$ cat src/rtl/gsel_pkg.sv
package gsel_pkg;
    localparam int ADDR_W = 3;
    localparam int NPORTS = 2;

    localparam logic [ADDR_W-1:0] ADR_GROUP = 3'd1;
    localparam logic [ADDR_W-1:0] ADR_CTRL  = 3'd2;
    localparam logic [ADDR_W-1:0] ADR_DATA0 = 3'd4;

    // per-access decode produced from the bus and the group latch
    typedef struct packed {
        logic              grp_sel;
        logic              ctrl_wr;
        logic              stat_sel;
        logic [NPORTS-1:0] data_sel;
        logic [NPORTS-1:0] data_wr;
        logic [NPORTS-1:0] data_rd;
    } bus_dec_t;

    // data registers sit at even addresses starting at ADR_DATA0
    function automatic logic [ADDR_W-1:0] port_addr(input int idx);
        return ADR_DATA0 + ADDR_W'(2 * idx);
    endfunction

    // ready bits low, request bits above them
    function automatic logic [2*NPORTS-1:0] pack_status(
        input logic [NPORTS-1:0] rdy,
        input logic [NPORTS-1:0] pend
    );
        return {pend, rdy};
    endfunction
endpackage

$ cat src/rtl/gsel_decode.sv
module gsel_decode
    import gsel_pkg::*;
#(
    parameter int DATA_W   = 8,
    parameter int GROUP_ID = 8
) (
    input  logic              clk,
    input  logic              rst,
    input  logic [ADDR_W-1:0] io_addr,
    input  logic              io_wr,
    input  logic              io_rd,
    input  logic [DATA_W-1:0] io_wdata,
    output bus_dec_t          dec
);
    logic [DATA_W-1:0] grp_q;
    logic              sel;

    always_ff @(posedge clk) begin
        if (rst)
            grp_q <= '0;
        else if (io_wr && io_addr == ADR_GROUP)
            grp_q <= io_wdata;
    end

    assign sel = (grp_q == DATA_W'(GROUP_ID));

    always_comb begin
        dec          = '0;
        dec.grp_sel  = sel;
        dec.ctrl_wr  = sel && io_wr && (io_addr == ADR_CTRL);
        dec.stat_sel = sel && (io_addr == ADR_CTRL);
        for (int i = 0; i < NPORTS; i++) begin
            dec.data_sel[i] = sel && (io_addr == port_addr(i));
            dec.data_wr[i]  = dec.data_sel[i] && io_wr;
            dec.data_rd[i]  = dec.data_sel[i] && io_rd;
        end
    end
endmodule

$ cat src/rtl/gsel_stb_sync.sv
module gsel_stb_sync #(
    parameter int STAGES = 2
) (
    input  logic clk,
    input  logic rst,
    input  logic stb_raw,
    output logic rise
);
    logic [STAGES-1:0] chain;
    logic              last_q;

    always_ff @(posedge clk) begin
        if (rst) begin
            chain  <= '0;
            last_q <= 1'b0;
        end else begin
            chain  <= {chain[STAGES-2:0], stb_raw};
            last_q <= chain[STAGES-1];
        end
    end

    assign rise = chain[STAGES-1] && !last_q;
endmodule

$ cat src/rtl/gsel_port_ch.sv
module gsel_port_ch #(
    parameter int DATA_W = 8
) (
    input  logic              clk,
    input  logic              rst,
    input  logic              dir_out,
    input  logic              dir_chg,
    input  logic              cpu_wr,
    input  logic              cpu_rd,
    input  logic [DATA_W-1:0] wdata,
    input  logic [DATA_W-1:0] pin_in,
    input  logic              stb_rise,
    output logic              rdy,
    output logic              pend,
    output logic [DATA_W-1:0] out_q,
    output logic [DATA_W-1:0] in_q
);
    logic arm;

    // the access that raises ready depends on direction
    assign arm = dir_out ? cpu_wr : cpu_rd;

    always_ff @(posedge clk) begin
        if (rst) begin
            rdy   <= 1'b0;
            pend  <= 1'b0;
            out_q <= '0;
            in_q  <= '0;
        end else begin
            if (dir_chg) begin
                rdy  <= 1'b0;
                pend <= 1'b0;
            end else begin
                if (stb_rise)
                    rdy <= 1'b0;
                else if (arm)
                    rdy <= 1'b1;

                if (stb_rise && rdy)
                    pend <= 1'b1;
                else if (cpu_wr || cpu_rd)
                    pend <= 1'b0;
            end
            if (dir_out && cpu_wr)
                out_q <= wdata;
            if (!dir_out && stb_rise)
                in_q <= pin_in;
        end
    end
endmodule

$ cat src/rtl/gsel_pport.sv
module gsel_pport
    import gsel_pkg::*;
#(
    parameter int DATA_W      = 8,
    parameter int GROUP_ID    = 8,
    parameter int SYNC_STAGES = 2
) (
    input  logic              clk,
    input  logic              rst,
    input  logic [2:0]        io_addr,
    input  logic              io_wr,
    input  logic              io_rd,
    input  logic [DATA_W-1:0] io_wdata,
    output logic [DATA_W-1:0] io_rdata,
    input  logic              irq_en,
    output logic              flag_a,
    output logic              flag_b,
    output logic              irq,
    output logic [DATA_W-1:0] pa_dout,
    output logic              pa_oe,
    input  logic [DATA_W-1:0] pa_din,
    input  logic              pa_stb,
    output logic              pa_rdy,
    output logic [DATA_W-1:0] pb_dout,
    output logic              pb_oe,
    input  logic [DATA_W-1:0] pb_din,
    input  logic              pb_stb,
    output logic              pb_rdy
);
    localparam int STAT_W = 2 * NPORTS;

    bus_dec_t          dec;
    logic              grp_sel;
    logic              ctrl_wr;
    logic [NPORTS-1:0] dir_q;
    logic [NPORTS-1:0] dir_chg;
    logic [NPORTS-1:0] stb_raw;
    logic [NPORTS-1:0] stb_evt;
    logic [NPORTS-1:0] rdy;
    logic [NPORTS-1:0] pend;
    logic [DATA_W-1:0] din   [NPORTS];
    logic [DATA_W-1:0] out_q [NPORTS];
    logic [DATA_W-1:0] in_q  [NPORTS];

    gsel_decode #(.DATA_W(DATA_W), .GROUP_ID(GROUP_ID)) u_dec (
        .clk(clk), .rst(rst), .io_addr(io_addr), .io_wr(io_wr),
        .io_rd(io_rd), .io_wdata(io_wdata), .dec(dec)
    );

    assign grp_sel = dec.grp_sel;
    assign ctrl_wr = dec.ctrl_wr;

    always_ff @(posedge clk) begin
        if (rst)
            dir_q <= '0;
        else if (ctrl_wr)
            dir_q <= io_wdata[NPORTS-1:0];
    end

    assign dir_chg = ctrl_wr ? (io_wdata[NPORTS-1:0] ^ dir_q) : '0;
    assign stb_raw = {pb_stb, pa_stb};
    assign din[0]  = pa_din;
    assign din[1]  = pb_din;

    for (genvar i = 0; i < NPORTS; i++) begin : g_port
        gsel_stb_sync #(.STAGES(SYNC_STAGES)) u_sync (
            .clk(clk), .rst(rst), .stb_raw(stb_raw[i]), .rise(stb_evt[i])
        );
        gsel_port_ch #(.DATA_W(DATA_W)) u_ch (
            .clk(clk), .rst(rst), .dir_out(dir_q[i]), .dir_chg(dir_chg[i]),
            .cpu_wr(dec.data_wr[i]), .cpu_rd(dec.data_rd[i]),
            .wdata(io_wdata), .pin_in(din[i]), .stb_rise(stb_evt[i]),
            .rdy(rdy[i]), .pend(pend[i]), .out_q(out_q[i]), .in_q(in_q[i])
        );
    end

    always_comb begin
        io_rdata = '0;
        if (dec.stat_sel)
            io_rdata = DATA_W'(pack_status(rdy, pend));
        for (int i = 0; i < NPORTS; i++)
            if (dec.data_sel[i])
                io_rdata = dir_q[i] ? out_q[i] : in_q[i];
    end

    assign flag_a  = grp_sel && !rdy[0];
    assign flag_b  = grp_sel && !rdy[1];
    assign irq     = irq_en && (|pend);
    assign pa_dout = out_q[0];
    assign pb_dout = out_q[1];
    assign pa_oe   = dir_q[0];
    assign pb_oe   = dir_q[1];
    assign pa_rdy  = rdy[0];
    assign pb_rdy  = rdy[1];

    logic [STAT_W-1:0] stat_dbg;
    assign stat_dbg = pack_status(rdy, pend);
    logic unused_ok;
    assign unused_ok = ^stat_dbg;
endmodule

$ cat config.mk
export PLATFORM = sky130hd
export DESIGN_NAME = gsel_pport
export DESIGN_NICKNAME = d
export VERILOG_FILES = /design/src/rtl/gsel_pkg.sv /design/src/rtl/gsel_decode.sv /design/src/rtl/gsel_stb_sync.sv /design/src/rtl/gsel_port_ch.sv /design/src/rtl/gsel_pport.sv
export SDC_FILE = /design/constraint.sdc
export NUM_CORES = 1
export LEC_CHECK = 0
export BUFFER_PORTS_ARGS = -buffer_cell sky130_fd_sc_hd__buf_2
export CAP_MARGIN = 20
export CORE_ASPECT_RATIO = 1.1
export CORE_UTILIZATION = 47
export DETAILED_ROUTE_END_ITERATION = 6
export PLACE_DENSITY = 0.76
export SETUP_SLACK_MARGIN = 0.3
export SKIP_CTS_REPAIR_TIMING = 1
export SYNTH_ARGS = -nofsm -noshare
export SYNTH_HDL_FRONTEND = slang
export SYNTH_SLANG_ARGS = --single-unit
$ cat constraint.sdc
create_clock -name clk -period 1.4 [get_ports clk]
set_input_delay 0.14 -clock clk [delete_from_list [all_inputs] [get_ports clk]]
set_output_delay 0.14 -clock clk [all_outputs]
set_load 0.05 [all_outputs]
==> results.ini <==
[synth]
synth_warnings = 0
synth_cells = 231
synth.most_common_cell = dfxtp_1
synth_area_um2 = 2362
ys_top_cells_by_area = dfxtp_1 (44%), mux2i_1 (22%), nor2_1 (7.8%), nor2b_1 (2.9%), a211oi_1 (2.5%)
synth_edf_count = 0
synth.distinct_cells = 39
ys_seq_area_frac = 0.4407
syn_nets = 265
ys_async_sr_fraction = 0
synth_top_area_frac = 0.4407
synth_largest_area_cell = dfxtp_1
synthTopCellsByCount = dfxtp_1 (52), mux2i_1 (51), nor2_1 (49)
postSynthAreaPerCell_um2 = 10.23
yosys_register_bits = 52
synth_ff_type = dfxtp_1

[critical_path]
worstSetupPathType = reg -> out
critPathMaxFanout = 4
cp.arrival_ns = 1.73
critPathRequiredTime_ns = 1.26
critPathLaunchType = flip-flop
crit_path_end_kind = output port
startpoint = u_dec.grp_q[5]
reg2reg_from = u_dec.grp_q[7]

[sta]
final-max-slew-violation-count = 0
final-hold-violation-count = 0
tightest_slew_ns = 0.4723
post-route-period-util = 1.339
skew_ns = 0.01344
rsz0062_at_grt = yes
fin_crit_ns = 1.874
tns_ns = -8.944
setup_viol = 32
whs_ns = 0.04347
relSlewSlack = 0.6761
finalWorstSetupSlack_ns = -0.4741
clock.fmax_mhz = 533.6

[final_layout]
design_area_um2 = 3525
n_antenna_cell = 0
nets = 360
nFillCells = 320
areaGrowthSynthToFinish_pct = 49.21
finalNonFillerCells = 381
drive_above_1_share = 0.4585

[global_routing]
grt_max_degree = 33
antenna_found_initial = 0
grt_pass1_vias = 1856
overflow = 0
grtUsageTotal = 0.2172
grt_first_pass_wirelength_um = 9087

[place]
dp_slack_ns = -0.3012
dp_cells = 363
place_area_um2 = 3043
io_buffers = 64
place_hpwl_um = 4232
gp_congestion = 0.8225

[min_path]
hold_class = in -> reg
hold_path.startpoint = pb_stb

[floorplanning]
die_h_um = 76.36
start_util = 0.4974
die_w_um = 69.60
core_area_um2 = 4750
io_pins = 65
rows = 26
dieArea_um2 = 5314

[clocking]
cts_buffers = 5
clockBufferDepth = 2
clk_latency_ns = 0.31
cts_tree = done
cts.sink_count = 52
clk_pin_slew_ns = 0.08
htree_levels = 2
ctsRootBufferMaster = clkbuf_8

[detailed_routing]
route.detailed.drc = 0
num_vias = 2123
routed_wl_um = 6759
drt_first_pass_iters = 4
drtAntennaViolNets = 0
wire_per_inst_um = 17.74
drt_iter0_drc = 92
vias_per_cell = 5.572

[pwr]
power.leakage_nw = 1.452
vdd_drop_max_v = 0.0006555
power_density_nw_per_um2 = 784.1

[outcome]
violations = negative setup slack
run_status = finished, violations left

[flow_run]
drv_cap = 0

[metrics by stage]
step                total power, mW  utilization
floorplan                     1.709            -
global placement              1.829       0.6407
detailed placement            1.835       0.6407
CTS                           2.725       0.6604
global route                  2.879       0.7421
finish                        2.764       0.7421
[critical path: stages (launching register included)]
cell and delay [ns]:
dfxtp_2 0.34, nor4_4 0.33, and2_4 0.22, nand2b_4 0.10
a2111oi_4 0.22, buf_6 0.21
[per-layer routing]
metal / global-route usage / routed length [µm] / up-vias
li1: - / - / 1002
met1: 0.2941 / 2887 / 1014
met2: 0.3476 / 3256 / 81
met3: 0.04630 / 329 / 26
met4: 0.06327 / 285 / 0
met5: 0 / 0 / -
[placed cells by master (no fill, tap or decap), drive strengths merged, types with 3 or more instances in the layout]
cell type,instances
nand3,3
a2111oi,4
clkbuf,21
mux2i,51
nor2,51
a211oi,8
buf,86
nor2b,11
mux2,4
nand2b,3
dfxtp,52
a21oi,4
[cells by family (layout without fill, tap and decap cells)]
family | count (synthesis) | count (layout) | share of synthesized area
multiplexers | 55 | 55 | 0.2352
buffers and inverters | 13 | 107 | 0.02648
AO/OA/AOI/OAI | 25 | 25 | 0.09322
flip-flops | 52 | 52 | 0.4407
AND/OR/NAND/NOR | 84 | 84 | 0.1970
XOR/XNOR | 2 | 2 | 0.007417
[final cells by class]
| cell class | count | area [µm²] | share of cell area |
|---|---|---|---|
| flip-flops and latches | 52 | 1056 | 0.2996 |
| repair buffers | 101 | 839.6 | 0.2382 |
| well taps | 56 | 70.07 | 0.01988 |
| clock buffers | 6 | 93.84 | 0.02662 |
| multi-input cells | 166 | 1465 | 0.4157 |
[where the power goes]
part           leakage [nW]  switching [mW]  internal [mW]
registers             0.426          0.0173           1.50
clock network        0.0483           0.470          0.442
logic                 0.978           0.181          0.152
total                  1.45           0.668           2.10
[path summary, 6_finish.rpt]
kind                            slack, ns  depth (start not counted)                        end
worst max-delay path                -0.47                          5                io_rdata[2]
worst max register to register      -0.32                          7    g_port[1].u_ch.out_q[1]
worst min register to register       0.45                          1  g_port[1].u_sync.chain[1]
worst min-delay path                 0.04                          2  g_port[1].u_sync.chain[0]
[state kept, by name, summed over array words and instances (netlist names)]
name	count
g_port.u_ch.in_q	16
g_port.u_ch.out_q	16
u_dec.grp_q	8
g_port.u_sync.chain	4
dir_q	2
g_port.u_ch.pend	2
g_port.u_ch.rdy	2
g_port.u_sync.last_q	2
No activity file was read; power rests on OpenSTA's default activity.
